**src/rtl/tlbp_pkg.sv**
```systemverilog
package tlbp_pkg;
    parameter int VA_W     = 32;
    parameter int PA_W     = 32;
    parameter int PG_OFF_W = 12;
    parameter int ASID_W   = 8;
    localparam int VPN_W   = VA_W - PG_OFF_W;
    localparam int PPN_W   = PA_W - PG_OFF_W;

    typedef struct packed {
        logic [VPN_W-1:0]  vpn;
        logic [ASID_W-1:0] asid;
        logic              glob;
        logic              writable;
        logic [PPN_W-1:0]  ppn;
    } tlb_ent_t;
endpackage

```
**src/rtl/tlb_rand_slot.sv**
```systemverilog
module tlb_rand_slot #(
    parameter int N_ENTRIES = 64,
    parameter int N_WIRED   = 8,
    localparam int IDX_W    = $clog2(N_ENTRIES)
) (
    input  logic             clk,
    input  logic             rst,
    output logic [IDX_W-1:0] slot
);
    localparam logic [IDX_W-1:0] TOP = IDX_W'(N_ENTRIES - 1);
    localparam logic [IDX_W-1:0] LOW = IDX_W'(N_WIRED);

    always_ff @(posedge clk) begin
        if (rst)             slot <= TOP;
        else if (slot == LOW) slot <= TOP;
        else                 slot <= slot - 1'b1;
    end

    a_r6_slot_in_range: assert property (@(posedge clk) disable iff (rst)
        (slot >= LOW) && (slot <= TOP));

    a_r6_slot_steps: assert property (@(posedge clk) disable iff (rst)
        1'b1 |=> (slot == (($past(slot) == LOW) ? TOP : $past(slot) - 1'b1)));
endmodule

```
**src/rtl/tlb_array.sv**
```systemverilog
module tlb_array import tlbp_pkg::*; #(
    parameter int N_ENTRIES = 64,
    localparam int IDX_W    = $clog2(N_ENTRIES)
) (
    input  logic              clk,
    input  logic              rst,
    input  logic              wr_en,
    input  logic [IDX_W-1:0]  wr_slot,
    input  tlb_ent_t          wr_ent,
    input  logic              wr_valid,
    input  logic              flush_all,
    input  logic              flush_asid_en,
    input  logic [ASID_W-1:0] flush_asid,
    output tlb_ent_t          ent_q [N_ENTRIES],
    output logic [N_ENTRIES-1:0] vld_q
);
    for (genvar i = 0; i < N_ENTRIES; i++) begin : g_slot
        logic sel_wr;
        logic kill;
        assign sel_wr = wr_en && (wr_slot == IDX_W'(i));
        assign kill   = flush_all ||
                        (flush_asid_en && !ent_q[i].glob && (ent_q[i].asid == flush_asid));

        always_ff @(posedge clk) begin
            if (rst)         vld_q[i] <= 1'b0;
            else if (sel_wr) vld_q[i] <= wr_valid;
            else if (kill)   vld_q[i] <= 1'b0;
        end

        always_ff @(posedge clk) begin
            if (sel_wr) ent_q[i] <= wr_ent;
        end
    end

    a_r10_flush_clears: assert property (@(posedge clk) disable iff (rst)
        (flush_all && !wr_en) |=> (vld_q == '0));

    a_r12_reset_empty: assert property (@(posedge clk)
        rst |=> (vld_q == '0));
endmodule

```
**src/rtl/tlb_lookup.sv**
```systemverilog
module tlb_lookup import tlbp_pkg::*; #(
    parameter int N_ENTRIES = 64,
    localparam int IDX_W    = $clog2(N_ENTRIES)
) (
    input  tlb_ent_t             ent_q [N_ENTRIES],
    input  logic [N_ENTRIES-1:0] vld_q,
    input  logic [VPN_W-1:0]     vpn,
    input  logic [ASID_W-1:0]    asid,
    output logic                 any_match,
    output logic                 multi,
    output logic [IDX_W-1:0]     sel_idx,
    output tlb_ent_t             sel_ent
);
    logic [N_ENTRIES-1:0] match_vec;

    for (genvar i = 0; i < N_ENTRIES; i++) begin : g_cmp
        assign match_vec[i] = vld_q[i] && (ent_q[i].vpn == vpn) &&
                              (ent_q[i].glob || (ent_q[i].asid == asid));
    end

    always_comb begin
        sel_idx = '0;
        for (int i = N_ENTRIES - 1; i >= 0; i--) begin
            if (match_vec[i]) sel_idx = IDX_W'(i);
        end
    end

    assign any_match = |match_vec;
    assign multi     = |(match_vec & (match_vec - 1'b1));
    assign sel_ent   = ent_q[sel_idx];

    always_comb begin
        if (any_match) begin
            a_r9_sel_is_match: assert (match_vec[sel_idx]);
            a_r9_none_below: assert ((match_vec & ((N_ENTRIES'(1) << sel_idx) - 1'b1)) == '0);
        end
    end
endmodule

```
**src/rtl/tlb_asid.sv**
```systemverilog
module tlb_asid import tlbp_pkg::*; #(
    parameter int N_ENTRIES = 64,
    parameter int N_WIRED   = 8,
    localparam int IDX_W    = $clog2(N_ENTRIES)
) (
    input  logic              clk,
    input  logic              rst,
    input  logic              lk_valid,
    input  logic [VA_W-1:0]   lk_vaddr,
    input  logic [ASID_W-1:0] lk_asid,
    input  logic              lk_store,
    output logic              rsp_valid,
    output logic              rsp_hit,
    output logic              rsp_miss,
    output logic              rsp_wp_fault,
    output logic              rsp_multi,
    output logic [PA_W-1:0]   rsp_paddr,
    input  logic              wr_en,
    input  logic              wr_use_random,
    input  logic [IDX_W-1:0]  wr_index,
    input  logic [VPN_W-1:0]  wr_vpn,
    input  logic [ASID_W-1:0] wr_asid,
    input  logic              wr_global,
    input  logic              wr_valid,
    input  logic              wr_writable,
    input  logic [PPN_W-1:0]  wr_ppn,
    input  logic              flush_all,
    input  logic              flush_asid_en,
    input  logic [ASID_W-1:0] flush_asid,
    output logic [IDX_W-1:0]  rand_slot
);
    tlb_ent_t             ent_q [N_ENTRIES];
    logic [N_ENTRIES-1:0] vld_q;
    tlb_ent_t             wr_ent;
    logic [IDX_W-1:0]     wr_slot;
    logic                 any_match;
    logic                 multi;
    logic [IDX_W-1:0]     sel_idx;
    tlb_ent_t             sel_ent;
    logic                 deny;

    tlb_rand_slot #(.N_ENTRIES(N_ENTRIES), .N_WIRED(N_WIRED)) u_rand (
        .clk (clk),
        .rst (rst),
        .slot(rand_slot)
    );

    assign wr_slot = wr_use_random ? rand_slot : wr_index;
    assign wr_ent  = '{vpn: wr_vpn, asid: wr_asid, glob: wr_global,
                       writable: wr_writable, ppn: wr_ppn};

    tlb_array #(.N_ENTRIES(N_ENTRIES)) u_array (
        .clk          (clk),
        .rst          (rst),
        .wr_en        (wr_en),
        .wr_slot      (wr_slot),
        .wr_ent       (wr_ent),
        .wr_valid     (wr_valid),
        .flush_all    (flush_all),
        .flush_asid_en(flush_asid_en),
        .flush_asid   (flush_asid),
        .ent_q        (ent_q),
        .vld_q        (vld_q)
    );

    tlb_lookup #(.N_ENTRIES(N_ENTRIES)) u_lookup (
        .ent_q    (ent_q),
        .vld_q    (vld_q),
        .vpn      (lk_vaddr[VA_W-1:PG_OFF_W]),
        .asid     (lk_asid),
        .any_match(any_match),
        .multi    (multi),
        .sel_idx  (sel_idx),
        .sel_ent  (sel_ent)
    );

    assign deny = lk_store && !sel_ent.writable;

    always_ff @(posedge clk) begin
        if (rst) begin
            rsp_valid    <= 1'b0;
            rsp_hit      <= 1'b0;
            rsp_miss     <= 1'b0;
            rsp_wp_fault <= 1'b0;
            rsp_multi    <= 1'b0;
            rsp_paddr    <= '0;
        end else begin
            rsp_valid    <= lk_valid;
            rsp_hit      <= lk_valid && any_match && !deny;
            rsp_miss     <= lk_valid && !any_match;
            rsp_wp_fault <= lk_valid && any_match && deny;
            rsp_multi    <= lk_valid && multi;
            rsp_paddr    <= (lk_valid && any_match)
                            ? {sel_ent.ppn, lk_vaddr[PG_OFF_W-1:0]} : '0;
        end
    end

    a_r13_follows_req: assert property (@(posedge clk) disable iff (rst)
        lk_valid |=> rsp_valid);
    a_r13_idle_quiet: assert property (@(posedge clk) disable iff (rst)
        !lk_valid |=> !rsp_valid && !rsp_hit && !rsp_miss && !rsp_wp_fault);
    a_r13_one_kind: assert property (@(posedge clk) disable iff (rst)
        rsp_valid |-> $countones({rsp_hit, rsp_miss, rsp_wp_fault}) == 1);
    a_r9_multi_not_miss: assert property (@(posedge clk) disable iff (rst)
        rsp_multi |-> !rsp_miss);
    a_r3_miss_zero_addr: assert property (@(posedge clk) disable iff (rst)
        rsp_miss |-> (rsp_paddr == '0));
    a_r1_offset_kept: assert property (@(posedge clk) disable iff (rst)
        (lk_valid && any_match) |=> (rsp_paddr[PG_OFF_W-1:0] == $past(lk_vaddr[PG_OFF_W-1:0])));
endmodule

```
**config.mk**
```make
export PLATFORM = sky130hd
export DESIGN_NAME = tlb_asid
export DESIGN_NICKNAME = d
export VERILOG_FILES = /design/src/rtl/tlbp_pkg.sv /design/src/rtl/tlb_rand_slot.sv /design/src/rtl/tlb_array.sv /design/src/rtl/tlb_lookup.sv /design/src/rtl/tlb_asid.sv
export SDC_FILE = /design/constraint.sdc
export NUM_CORES = 2
export LEC_CHECK = 0
export BUFFER_PORTS_ARGS = -buffer_cell sky130_fd_sc_hd__buf_2
export CELL_PAD_IN_SITES_DETAIL_PLACEMENT = 1
export CELL_PAD_IN_SITES_GLOBAL_PLACEMENT = 2
export CORE_MARGIN = 2
export CORE_UTILIZATION = 40
export DETAILED_ROUTE_END_ITERATION = 8
export GPL_TIMING_DRIVEN = 0
export PLACE_DENSITY_LB_ADDON = 0.1
export RECOVER_POWER = 100
export SLEW_MARGIN = 20
export SYNTH_ARGS = -nofsm -noshare
export SYNTH_HDL_FRONTEND = slang
export SYNTH_SLANG_ARGS = --single-unit
export TNS_END_PERCENT = 100
```
**constraint.sdc**
```tcl
create_clock -name clk -period 6.2 [get_ports clk]
set_input_delay 0.93 -clock clk [delete_from_list [all_inputs] [get_ports clk]]
set_output_delay 0.93 -clock clk [all_outputs]
set_load 0.03 [all_outputs]
```
Word level (Yosys, flattened, before mapping)
Cells that the tools add are included.
- add/subtract/negate cells: 2
- reductions and logical operators: 590
- bitwise operators: 3
- multiplexer cells: 196
- magnitude comparators: 1
- eq/ne operators: 256
- operator list (operator ; count):
    $eq A20 B20 Y1 ; 64
    $eq A8 B8 Y1 ; 128
    $mux W6 ; 65
    $logic_and A1 B1 Y1 ; 326
    $bmux W50 S6 ; 1
    $eq A6 B6 Y1 const B ; 32
    $logic_or A1 B1 Y1 ; 128
    $mux W1 ; 128
    $reduce_bool A2 Y1 ; 64
    $reduce_or A64 Y1 ; 2
    $eq A6 B5 Y1 const B ; 16
    $logic_not A1 Y1 ; 67
    $and A64 B64 Y64 ; 1
    $sub A64 B1 Y64 const B ; 1
    $eq A6 B4 Y1 const B ; 9
    $mux W21 ; 2
    $eq A6 B3 Y1 const B ; 4
    $eq A6 B2 Y1 const B ; 2
    $ge A7 B7 Y1 const B ; 1
    $not A6 Y7 ; 1
    $eq A6 B1 Y1 const B ; 1
    $logic_not A6 Y1 ; 1
    $sub A6 B1 Y6 const B ; 1
    $reduce_or A2 Y1 ; 2
    $not A1 Y1 ; 1
- register bits: 3307
- bits of input ports: 113

Logic depth before layout (Yosys ltp)
- depth in word-level cells: 75
- mapped depth: 24
- gate-level depth less buffers: 16

Hierarchy
A second synthesis with hierarchy kept.
- cell total of the unflattened synthesis: 12427
- area, all modules: 163907.2 sq um
- modules (own cells, without submodules) (module ; cells an instance ; instances ; area an instance (sq um)):
    tlb_array ; 4386 ; 1 ; 105548.7
    tlb_lookup ; 7931 ; 1 ; 57024.7
    tlb_asid ; 86 ; 1 ; 1093.5
    tlb_rand_slot ; 24 ; 1 ; 240.2

Least setup slack after synthesis
Ideal clock, no wire load.
- path kind: input -> register
- start point: in lk_vaddr[22]
- end point: reg rsp_wp_fault
- buffers on the path: 5
- required time: 6084 ps
- arrival time: 4734 ps
- stages: 21
- setup slack: 1351 ps
- path through: buf_4 buf_6 buf_6 buf_2 xnor2_1 nor3b_1 nand4_1 or4_1 nand2_1 o221ai_1 o2111ai_1 a31oi_1 o31a_1 buf_4 mux2i_1 or2_1 o31ai_2 a211oi_1 or2_0 a211o_1 and3_1
- word-level cells in the longest chain between the ends: 74
- RTL lines (item ; line ; text):
    start, declared ; tlb_asid.sv:9 ; input logic [VA_W-1:0] lk_vaddr,
    $eq A20 B20 Y1 ; tlb_lookup.sv:17 ; assign match_vec[i] = vld_q[i] && (ent_q[i].vpn == vpn) &&
    $logic_and A1 B1 Y1 (2 in a row) ; tlb_lookup.sv:17 ;
    $mux W6 (64 in a row) ; tlb_lookup.sv:24 ; if (match_vec[i]) sel_idx = IDX_W'(i);
    $not A6 Y7 (implied by the code) ; tlb_lookup.sv:30 ; assign sel_ent = ent_q[sel_idx];
    $bmux W50 S6 ; tlb_lookup.sv:30 ;
    $mux W21 (implied by the code) (2 in a row) ; tlb_lookup.sv:30 ;
    $logic_not A1 Y1 ; tlb_asid.sv:77 ; assign deny = lk_store && !sel_ent.writable;
    $logic_and A1 B1 Y1 ; tlb_asid.sv:77 ;
    $logic_and A1 B1 Y1 * ; tlb_asid.sv:91 ; rsp_wp_fault <= lk_valid && any_match && deny;
    end signal, assigned ; tlb_asid.sv:91 ;
    end, declared ; tlb_asid.sv:15 ; output logic rsp_wp_fault,
Every way passes the cells marked *; elsewhere a longest branch is shown, timed or not. The select of a mux whose other input is x is not followed.
A chain may end at the register's enable or synchronous reset.

Final worst setup path
- start point: in wr_vpn[18]
- end point: reg, netlist name u_array.ent_q[1648]
- RTL lines (item ; line ; text):
    start, declared ; tlb_asid.sv:21 ; input logic [VPN_W-1:0] wr_vpn,
No word-level cell between the ends.

==> run summary <==
vias in the first global route: 98763
status: finished, violations left
first-pass GRT wire length: 814000 µm
Top Ports: 156
synth warn: 0
post-synth top area share: 0.649
Initial Util: 0.401
Max Slew Vio Count: 4260
drt total wl: 601000 µm
Final Skew: 0.0616 ns
WP buf/inv: 2
leading area contributor after synthesis: edfxtp_1
critical path class: input port to register
Syn Nets: 10374
Final Cycle Share: 1.02
Pwr Density: 292 mW/mm²
relative slew slack: -2.18
row count: 223
chip height: 612 µm
CTS tree: built
CTS max path bufs: 4
Mapped Area: 0.148 mm²
Core Area: 0.369 mm²
Reg-to-Reg End: rsp_paddr[20]
Syn Area/Cell: 14.4 µm²
HPWL after DPL: 409000 µm
Hold/Removal Path Class: input port to register
DR vias/cell: 5.95
DRC: 0
crit path launch: wr_vpn[18]
crit-path max cell delay: 3.22 ns
R2R cell count: 16
#FFs+latches synth: 3307
crit path to: u_array.ent_q[1648]
Slowest-stage cell, CP: clkbuf_1
die area: 0.375 mm²
crit-path leading delay family: buffers and inverters
count leader, synth: edfxtp_1
Root Buffer: clkbuf_16
Layout area overhead: 14.5%
layout cells sized above 1: 0.110
cell mode on critical path: clkbuf_1
sequential-to-total area share from yosys stat: 0.663
GRT Total Usage: 0.315
R2R Setup Slk: 0.22 ns
Synth async-reset ratio: 0
Synth area leaders: edfxtp_1 65%, xor2_1 10%, mux2i_1 4.1%, xnor2_1 3.2%, nor4_1 2.5%
R2R Path Start: u_array.ent_q[38]
port bufs: 119
first-pass iteration count of the detailed router: 6
largest net degree at the start of global routing: 65
top_reg_cell synth: edfxtp_1
Core Util, Final: 0.460
H-tree lvl count: 5
Layout Cells excl Fill: 16283
Die W: 612 µm
gr ovfl total: 0
Antenna Nets Post-Route: 0
Max Clock Freq: 157 MHz
final setup vio count: 102
gpl congestion: 0.930
Synth top cells by count: 3200 x edfxtp_1, 1769 x xor2_1, 947 x nand2_1
post-synthesis cell type count: 94
minimum clock period: 6.35 ns
vias: 96876
worst vdd rail ir drop: 0.000221 V
measured slew at the worst slew-check pin: 4.77 ns
failing checks: capacitance limit, slew limit, setup timing
CTS Sinks: 3307
Leak: 0.0581 µW
TritonCTS Buffers: 376
worst path required time: 6.29 ns
CP Data Arrival Time: 6.44 ns
maximum capacitance violations: 154
fin nets: 11128
final hold vios: 0
Syn Inst Count: 10260
Final WS setup: -0.154 ns
critical path cell sequence: clkbuf_1, clkbuf_1
initial antenna violation count: 59
Setup crit end kind: register
initial drt markers: 12270
# placed instances: 15573
nature of the critical path startpoint: input port
Worst path depth: 2
Design Power: 49500 µW
WL per Instance: 36.9 µm
CTS clk-pin slew, worst paths: 0.05 ns
RSZ-0062 raised after global routing: true
Post-synth EDFFs: 3200
Post-Place Worst Slack: -2.25 ns
Clk Latency, worst-skew pair: 0.97 ns
Crit Path Max Fanout: 39
-- registers in the layout (all words and copies together), names as in the netlist --
signal and cells:
rsp_wp_fault 1, u_rand.slot 6, rsp_multi 1, u_array.ent_q 3200
rsp_valid 1, u_array.vld_q 64, rsp_miss 1, rsp_hit 1
rsp_paddr 32
-- through the flow --
step           hold WS, ns  setup TNS, ns  cell area [µm²]
3_3_place_gp         0.448       -3952.01           155000
6_report             0.207          -6.72           170000
5_1_grt              0.185       -0.00713           170000
2_1_floorplan        0.549              0           148000
3_5_place_dp         0.464         -53.13           161000
4_1_cts              0.136              0           174000
-- cells by family (layout without fill, tap and decap cells) --
| group | count (synthesis) | count (layout) | share of synthesized area |
|---|---|---|---|
| XOR/XNOR | 2303 | 2303 | 0.136 |
| adder cells (fa/ha/maj) | 3 | 3 | 0.000220 |
| multiplexers | 616 | 616 | 0.0418 |
| buffers and inverters | 559 | 1618 | 0.0253 |
| other | 0 | 14 | 0 |
| AND/OR/NAND/NOR | 2836 | 2836 | 0.104 |
| AO/OA/AOI/OAI | 636 | 636 | 0.0288 |
| flip-flops | 3307 | 3307 | 0.663 |
-- per-layer routing --
| layer | global-route usage | wire (µm) | vias to the layer above |
|---|---|---|---|
| li1 | - | - | 40084 |
| met1 | 0.448 | 256000 | 51392 |
| met2 | 0.493 | 267000 | 4382 |
| met3 | 0.0411 | 48500 | 1014 |
| met4 | 0.112 | 29300 | 4 |
| met5 | 0 | 25 | - |
-- where the power goes --
part           internal [µW]  switching (µW)
registers              24700            36.2
clock network          12600            9430
logic                    642            2150
total                  37900           11600
-- worst min-delay path by stage --
stage | end | depth (start not counted) | from
after CTS | rsp_paddr[6] | 2 | lk_vaddr[6]
after global placement | u_rand.slot[0] | 1 | u_rand.slot[0]
after detailed placement | u_rand.slot[0] | 1 | u_rand.slot[0]
after floorplan | u_rand.slot[0] | 1 | u_rand.slot[0]
final | rsp_paddr[6] | 2 | lk_vaddr[6]
after global routing | rsp_paddr[4] | 2 | lk_vaddr[4]
-- final cells by class --
cell class / instances / area (µm²)
fill: 36755 / 199000
sequential: 3307 / 98200
multi-input combinational: 6394 / 47100
clock buffer: 483 / 10300
tap: 4950 / 6190
buffer: 515 / 4110
timing repair buffer: 377 / 1780
clock inverter: 200 / 1660
inverter: 43 / 161
antenna: 14 / 35.0
-- cell usage in the layout (no fill, tap or decap), types with 115 or more instances in the layout --
cell	instances
xnor2_1	534
clkbuf_16	388
nand4_1	270
buf_6	139
edfxtp_1	3200
a31oi_1	149
nand2_1	946
nor2_1	231
mux2i_1	591
xor2_1	1769
nor4b_1	135
clkbuf_1	454
buf_4	115
buf_2	133
nor4_1	550
and3_1	160
a21oi_1	142
-- timing repair --
action                                  4_1_cts  5_1_grt
hold buffers                                  0        0
resized for setup                           194      116
pin swaps                                    11       19
endpoints found under the setup margin       23       23
buffers inserted                              3       10
No activity file was read; power rests on OpenSTA's default activity.
